<file path="src/rtl/qdec_pkg.sv">
package qdec_pkg;

  // current/previous sample of both channels
  typedef struct packed {
    logic a_cur;
    logic a_prv;
    logic b_cur;
    logic b_prv;
  } qsamp_t;

  typedef enum logic [1:0] {
    MOVE_NONE = 2'd0,
    MOVE_FWD  = 2'd1,
    MOVE_REV  = 2'd2,
    MOVE_BAD  = 2'd3
  } move_e;

  function automatic move_e classify_samp(qsamp_t s);
    move_e m;
    case ({s.a_cur, s.a_prv, s.b_cur, s.b_prv})
      4'b0001, 4'b0111, 4'b1000, 4'b1110: m = MOVE_FWD;
      4'b0010, 4'b0100, 4'b1011, 4'b1101: m = MOVE_REV;
      4'b1010, 4'b1001, 4'b0110, 4'b0101: m = MOVE_BAD;
      default:                            m = MOVE_NONE;
    endcase
    return m;
  endfunction

endpackage

</file>
<file path="src/rtl/qdec_sampler.sv">
module qdec_sampler
  import qdec_pkg::*;
(
  input  logic   clk_i,
  input  logic   rst_ni,
  input  logic   a_i,
  input  logic   b_i,
  output qsamp_t samp_o,
  output logic   primed_o
);

  qsamp_t samp_q;
  logic   primed_q;

  always_ff @(posedge clk_i or negedge rst_ni) begin
    if (!rst_ni) begin
      samp_q   <= '0;
      primed_q <= 1'b0;
    end else begin
      samp_q.a_cur <= a_i;
      samp_q.b_cur <= b_i;
      // first edge after reset seeds history from the pins too
      samp_q.a_prv <= primed_q ? samp_q.a_cur : a_i;
      samp_q.b_prv <= primed_q ? samp_q.b_cur : b_i;
      primed_q     <= 1'b1;
    end
  end

  assign samp_o   = samp_q;
  assign primed_o = primed_q;

  AST_A_HISTORY: assert property (@(posedge clk_i) disable iff (!rst_ni)
    (primed_q && $past(primed_q)) |-> (samp_q.a_prv == $past(samp_q.a_cur)));
  AST_B_HISTORY: assert property (@(posedge clk_i) disable iff (!rst_ni)
    (primed_q && $past(primed_q)) |-> (samp_q.b_prv == $past(samp_q.b_cur)));
  AST_SEED_MATCH: assert property (@(posedge clk_i) disable iff (!rst_ni)
    $rose(primed_q) |-> (samp_q.a_cur == samp_q.a_prv && samp_q.b_cur == samp_q.b_prv));

endmodule

</file>
<file path="src/rtl/qdec_classify.sv">
module qdec_classify
  import qdec_pkg::*;
(
  input  qsamp_t samp_i,
  output logic   up_o,
  output logic   down_o,
  output logic   bad_o
);

  move_e move;

  always_comb begin
    move   = classify_samp(samp_i);
    up_o   = (move == MOVE_FWD);
    down_o = (move == MOVE_REV);
    bad_o  = (move == MOVE_BAD);
  end

  always_comb begin
    if (up_o || down_o)
      AST_ONE_CHANNEL: assert ((samp_i.a_cur ^ samp_i.a_prv) != (samp_i.b_cur ^ samp_i.b_prv));
  end

endmodule

</file>
<file path="src/rtl/qdec_fault.sv">
module qdec_fault (
  input  logic clk_i,
  input  logic rst_ni,
  input  logic primed_i,
  input  logic bad_i,
  output logic err_o
);

  logic err_q;

  always_ff @(posedge clk_i or negedge rst_ni) begin
    if (!rst_ni) err_q <= 1'b0;
    else if (primed_i && bad_i) err_q <= 1'b1;
  end

  assign err_o = err_q;

  AST_ERR_STICKY: assert property (@(posedge clk_i) disable iff (!rst_ni)
    err_q |=> err_q);
  AST_ERR_CAUSE: assert property (@(posedge clk_i) disable iff (!rst_ni)
    $rose(err_q) |-> $past(bad_i));

endmodule

</file>
<file path="src/rtl/quad_x4_decoder.sv">
module quad_x4_decoder
  import qdec_pkg::*;
(
  input  logic clk_i,
  input  logic rst_ni,
  input  logic a_i,
  input  logic b_i,
  output logic up_o,
  output logic down_o,
  output logic err_o
);

  qsamp_t samp;
  logic   primed;
  logic   bad;

  qdec_sampler u_sampler (
    .clk_i   (clk_i),
    .rst_ni  (rst_ni),
    .a_i     (a_i),
    .b_i     (b_i),
    .samp_o  (samp),
    .primed_o(primed)
  );

  qdec_classify u_classify (
    .samp_i (samp),
    .up_o   (up_o),
    .down_o (down_o),
    .bad_o  (bad)
  );

  qdec_fault u_fault (
    .clk_i   (clk_i),
    .rst_ni  (rst_ni),
    .primed_i(primed),
    .bad_i   (bad),
    .err_o   (err_o)
  );

  AST_NO_BOTH: assert property (@(posedge clk_i) disable iff (!rst_ni)
    !(up_o && down_o));
  AST_QUIET_AFTER_SEED: assert property (@(posedge clk_i) disable iff (!rst_ni)
    $rose(primed) |-> (!up_o && !down_o && !err_o));
  AST_BAD_NO_PULSE: assert property (@(posedge clk_i) disable iff (!rst_ni)
    bad |-> (!up_o && !down_o));

endmodule

</file>
<file path="config.mk">
export PLATFORM = sky130hd
export DESIGN_NAME = quad_x4_decoder
export DESIGN_NICKNAME = d
export VERILOG_FILES = /design/src/rtl/qdec_pkg.sv /design/src/rtl/qdec_sampler.sv /design/src/rtl/qdec_classify.sv /design/src/rtl/qdec_fault.sv /design/src/rtl/quad_x4_decoder.sv
export SDC_FILE = /design/constraint.sdc
export NUM_CORES = 1
export LEC_CHECK = 0
export BUFFER_PORTS_ARGS = -buffer_cell sky130_fd_sc_hd__buf_2
export CORE_AREA = 2 2 39 41
export DETAILED_ROUTE_END_ITERATION = 6
export DIE_AREA = 0 0 41 43
export HOLD_SLACK_MARGIN = 0.12
export PLACE_DENSITY = 0.36
export SYNTH_ARGS = -nofsm -noshare
export SYNTH_HDL_FRONTEND = slang
export SYNTH_SLANG_ARGS = --single-unit
</file>
<file path="constraint.sdc">
create_clock -name clk_i -period 1.6 [get_ports clk_i]
set_input_delay 0.08 -clock clk_i [delete_from_list [all_inputs] [get_ports clk_i]]
set_output_delay 0.08 -clock clk_i [all_outputs]
set_load 0.005 [all_outputs]
</file>
==> results of run 1 <==
==> per-stage QoR <==
step | instance area [sq um] | hold WS [ns] | std cells
3_3_place_gp | 280 | -0.0917 | 38
3_5_place_dp | 280 | -0.0880 | 38
5_1_grt | 333 | 0.206 | 44
4_1_cts | 333 | 0.200 | 44
6_report | 333 | 0.198 | 44
2_1_floorplan | 230 | -0.216 | 16
==> synth_stat cells <==
library cell  instances  area share
a31o_2                1       0.038
mux2_2                2       0.098
xnor2_1               1       0.038
dfrtp_1               6        0.65
conb_1                1       0.016
xor2_1                3        0.11
and2_1                1       0.027
nor2_1                1       0.016
==> cell usage in the layout, fill, tap and decap left out, drive strengths merged <==
cell type	instances
nor2	1
mux2	2
a31o	1
conb	1
dlygate4sd3	3
clkbuf	3
buf	6
xor2	3
dfrtp	6
xnor2	1
and2	1
==> worst max-delay path, delay by kind of cell (launching register included) <==
family / cells / cell delay, ns
flip-flops: 1 / 0.41
buffers and inverters: 1 / 0.12
XOR/XNOR: 1 / 0.18
AND/OR/NAND/NOR: 1 / 0.13
==> worst paths after layout <==
kind / from / endpoint / slack, ns / depth (start not counted)
max: u_sampler.samp_o[1]$_DFF_PN0_ / down_o / 0.45 / 3
min: rst_ni / u_sampler.samp_o[3]$_DFF_PN0_ / 0.20 / 2
max reg2reg: u_sampler.samp_o[1]$_DFF_PN0_ / u_fault.err_o$_DFFE_PN0P_ / 0.68 / 2
min reg2reg: u_fault.err_o$_DFFE_PN0P_ / u_fault.err_o$_DFFE_PN0P_ / 0.46 / 1
max in group asynchronous: rst_ni / u_fault.err_o$_DFFE_PN0P_ / 1.26 / 2
min in group clk_i: u_fault.err_o$_DFFE_PN0P_ / u_fault.err_o$_DFFE_PN0P_ / 0.46 / 1
==> layer usage <==
layer | vias to the layer above | routed length [um] | GRT usage
met5 | - | 0 | 0
li1 | 76 | - | -
met3 | 2 | 38 | 0.0314
met1 | 75 | 143 | 0.0525
met4 | 0 | 8 | 0.100
met2 | 5 | 150 | 0.0906
==> cell type report <==
type                       count  area share
clock buffer                   3      0.0677
sequential                     6       0.451
multi-input combinational     10       0.241
tap                           16      0.0602
timing repair buffer           9       0.180
==> state kept, by name, indices dropped and copies added (netlist names) <==
name,flops
u_fault.err_o,1
u_sampler.primed_o,1
u_sampler.samp_o,4
==> power by group through the flow <==
stage,combinational [mW],clock [mW],sequential (mW)
3_5_place_dp,0.0324,0,0.170
6_report,0.0370,0.133,0.168
5_1_grt,0.0429,0.151,0.169
4_1_cts,0.0381,0.138,0.168
2_1_floorplan,0.0182,0,0.169
3_3_place_gp,0.0318,0,0.170
==> cell families (layout without fill, tap and decap cells) <==
family                 after synthesis  after routing  synth area share
multiplexers                         2              2            0.0978
other                                1              1            0.0163
flip-flops                           6              6             0.652
buffers and inverters                0             12                 0
XOR/XNOR                             4              4             0.152
AO/OA/AOI/OAI                        1              1            0.0381
AND/OR/NAND/NOR                      2              2            0.0435
==> reports/summary.txt, run 1 <==
Max FO, Critical Path = 3
antenna violations before repair = 0
final wirelength = 340 um
Setup violations, final = 0
Die Wd = 41 um
via count = 158
Final period util = 0.721
All-Layer GR Usage = 0.0667
Post-CTS Setup Inserts = 0
Fin. Hold Viols = 0
CP Cell Sequence = xor2_1 -> and2_1 -> buf_2
power share of the clock group = 0.394
Netlist cell types = 8
Vias per Instance = 3.59
sw frac = 0.208
CTS root buffer = clkbuf_4
RSZ-0062 raised after global routing = false
Pre-Repair DR Iteration Count = 2
Critical Path RT = 1.52 ns
sequential power share = 0.497
vias in the first global route = 194
CTS tree = built
status = completed
worst skew pair latency = 0.23 ns
Cells after Synth = 16
maximum clock insertion buffer count = 2
H-tree depth = 1
TNS Setup = 0 ns
Int Pwr = 0.268 mW
die span in y = 43 um
crit path DAT = 1.07 ns
endpoint type of the worst setup path = output port
global-route wire length before repair = 690 um
Yosys reg bits = 6
fillers = 149
CTS resizes = 0
Top Ports = 7
DRC errors left = 0
nets@finish = 34
register area share after synthesis = 0.652
clock skew = 0.000106 ns
synthesized cell area = 230 sq um
IO Port Bufs = 6
Initial Util = 0.166
Reg clk slew, reported paths = 0.04 ns
total CTS buffers = 3
minimum clock period = 1.15 ns
antenna cells = 0
DR WL/cell = 7.73 um
Max VDD drop = 0.262 mV
Hold Path Class = primary input to asynchronous set/reset pin
Sequential Area = 150 sq um
# clock sinks = 6
Core Region = 1380 sq um
logic gate share of total power = 0.109
CTS Hold Buffers Added = 3
Ys Warns = 0
Net Count, Synth = 20
Mean Syn Cell Area = 14.4 sq um
Slowest-stage cell, CP = dfrtp_1
# rows = 14
Multi-input gate area = 80.1 sq um
Place WS = 0.687 ns
Final Core Density = 0.241
final setup margin = 0.446 ns
First DRT Iteration DRCs = 1
max-slew violation count = 0
grt ovf = 0
WS Path Type = flip-flop to output port
crit path launch type = flip-flop
P_leak = 0.150 nW
largest net degree at the start of global routing = 7
full die area = 1760 sq um
NetSw = 0.0703 mW
Layout area overhead = 44.6%
RePlAce Congestion = 0.643
Cell Pwr Density = 1020 nW/um^2
Detail Route Antenna Nets = 0
Total Power = 0.338 mW
max-cap violations = 0
CP peak stage delay = 0.41 ns
share of post-route cells with drive strength above 1 = 0.429
f_max = 0.867 GHz
Power figures use the tool's default switching activity.
==> run 2, diff against run 1 <==
--- a/config.mk
+++ b/config.mk
@@ -10,7 +10,7 @@
 export DETAILED_ROUTE_END_ITERATION = 6
 export DIE_AREA = 0 0 41 43
 export HOLD_SLACK_MARGIN = 0.12
-export PLACE_DENSITY = 0.36
+export PLACE_DENSITY = 0.38
 export SYNTH_ARGS = -nofsm -noshare
 export SYNTH_HDL_FRONTEND = slang
 export SYNTH_SLANG_ARGS = --single-unit
==> constraint.sdc (replaced) <==
create_clock -name clk_i -period 1 [get_ports clk_i]
set_input_delay 0.05 -clock clk_i [delete_from_list [all_inputs] [get_ports clk_i]]
set_output_delay 0.05 -clock clk_i [all_outputs]
set_load 0.005 [all_outputs]
==> reports/summary.txt, run 2 (synthesized netlist as in run 1, its figures left out) <==
CTS root buffer = clkbuf_4
max-slew violation count = 0 (unchanged)
worst skew pair latency = 0.24 ns (about the same)
minimum clock period = 1.11 ns
Max VDD drop = 0.526 mV (+100%)
P_leak = 0.165 nW (+10%)
global-route wire length before repair = 710 um (+2.9%)
max FFs per register = 4 (unchanged)
DRC errors left = 0 (unchanged)
Hold Path Class = primary input to asynchronous set/reset pin
# clock sinks = 6 (unchanged)
antenna violations before repair = 0 (unchanged)
hpwl dp = 291 um
crit path launch = u_sampler.samp_o[1]$_DFF_PN0_
Final period util = 1.11
largest net degree at the start of global routing = 7 (unchanged)
endpoint type of the worst setup path = output port
DR WL/cell = 7.91 um (+2.4%)
crit path DAT = 1.06 ns (about the same)
failing checks = setup timing
Finished Layout Cells = 46 (+4.5%)
worst r2r path cells = 3 (+1)
First DRT Iteration DRCs = 0 (-1)
RePlAce Congestion = 0.651 (+1.2%)
IO Port Bufs = 6 (unchanged)
maximum clock insertion buffer count = 2 (unchanged)
CTS tree = built
Max FO, Critical Path = 2 (-1)
Vias per Instance = 3.46 (-3.7%)
clock skew = 0.000391 ns (+0.000285 ns)
Place WS = 0.0907 ns (-0.596 ns)
RSZ-0062 raised after global routing = true
Initial Util = 0.166 (unchanged)
Layout area overhead = 54.3%
via count = 159 (+0.63%)
Core Region = 1380 sq um (unchanged)
Final Core Density = 0.257 (+0.0163)
WHS = 0.159 ns (-0.0389 ns)
nets@finish = 36 (+5.9%)
final wirelength = 364 um (+7.1%)
full die area = 1760 sq um (unchanged)
share of post-route cells with drive strength above 1 = 0.500 (+0.0714)
die span in y = 43 um (unchanged)
vias in the first global route = 187 (-3.6%)
Slowest-stage cell, CP = dfrtp_1
Pre-Repair DR Iteration Count = 1 (-1)
All-Layer GR Usage = 0.0678 (+0.00115)
final setup margin = -0.108 ns (-0.554 ns)
H-tree depth = 1 (unchanged)
max-cap violations = 0 (unchanged)
Setup violations, final = 3 (+3)
CP peak stage delay = 0.38 ns (-0.03 ns)
Cell Pwr Density = 1560 nW/um^2 (+53%)
r2r setup slk = -0.04 ns (-0.72 ns)
Detail Route Antenna Nets = 0 (unchanged)
# rows = 14 (unchanged)
Reg clk slew, reported paths = 0.04 ns (about the same)
Top Ports = 7 (unchanged)
antenna cells = 0 (unchanged)
CP Cell Sequence = xor2_1 -> and2_1 -> buf_2
Placed Cells incl. Taps = 38 (unchanged)
total CTS buffers = 3 (unchanged)
crit path launch type = flip-flop
status = finished, violations left
Die Wd = 41 um (unchanged)
Critical Path RT = 0.95 ns (-0.57 ns)
commonest cells after routing, fill and taps aside = buf_2 (6), dfrtp_1 (6), xor2_1 (3), clkbuf_4 (3), dlygate4sd3_1 (3)
f_max = 0.903 GHz
Setup crit end = down_o
Fin. Hold Viols = 0 (unchanged)
Reg-to-Reg End = u_fault.err_o$_DFFE_PN0P_
r2r startpoint = u_sampler.samp_o[0]$_DFF_PN0_
grt ovf = 0 (unchanged)
WS Path Type = flip-flop to output port
-- run 2: changes by cell type in the layout (fill, tap and decap cells not counted) --
cell     change
xnor2_2      +1
xnor2_1      -1
buf_4        +2
-- run 2: how the worst min path moves through the flow --
stage / start / to / slack, ns / cells after the start
after global placement: rst_ni / u_sampler.samp_o[3]$_DFF_PN0_ / -0.12 / 1
after CTS: rst_ni / u_sampler.samp_o[1]$_DFF_PN0_ / 0.16 / 2
after detailed placement: rst_ni / u_sampler.primed_o$_DFF_PN0_ / -0.12 / 1
after global routing: rst_ni / u_sampler.samp_o[3]$_DFF_PN0_ / 0.18 / 2
final: rst_ni / u_sampler.primed_o$_DFF_PN0_ / 0.16 / 2
after floorplan: rst_ni / u_fault.err_o$_DFFE_PN0P_ / -0.25 / 0
-- run 2: stage by stage --
stage	cell area [sq um]	setup TNS, ns	power (mW)
4_1_cts	340	-0.209	0.563
5_1_grt	355	-0.375	0.597
3_3_place_gp	280	0	0.323
6_report	355	-0.209	0.553
2_1_floorplan	230	0	0.299
3_5_place_dp	280	0	0.325
-- run 2: power breakdown --
part / internal, mW / switching (mW)
Sequential: 0.257 / 0.0125
Clock: 0.135 / 0.0774
Combinational: 0.0461 / 0.0256
Total: 0.438 / 0.116
-- run 2: what timing repair did --
item / in CTS / in global routing
pin swaps: 3 / 0
endpoints found under the setup margin: 2 / 3
endpoints found under the hold margin: 10 / 0
buffers inserted: 1 / 1
gates cloned: 0 / 0
gates resized for setup: 0 / 1
hold buffers: 3 / 0
-- run 2: cell type report --
cell class / count / area, sq um
fill: 157 / 1030
sequential: 6 / 150
multi-input combinational: 10 / 87.6
timing repair buffer: 11 / 75.1
clock buffer: 3 / 22.5
tap: 16 / 20.0
-- run 2: per-layer routing --
metal	up-vias	share of wire	global-route usage
li1	80	-	-
met1	73	0.35	0.0660
met2	4	0.54	0.0906
met3	2	0.074	0.0157
met4	0	0.022	0.100
met5	-	0	0
-- run 2: worst max-delay path, delay by kind of cell (launching register included) --
| kind | cells | cell delay, ns |
|---|---|---|
| xor gates and xnor gates | 1 | 0.17 |
| buffers and inverters | 1 | 0.12 |
| DFF | 1 | 0.38 |
| and+or+nand+nor | 1 | 0.15 |
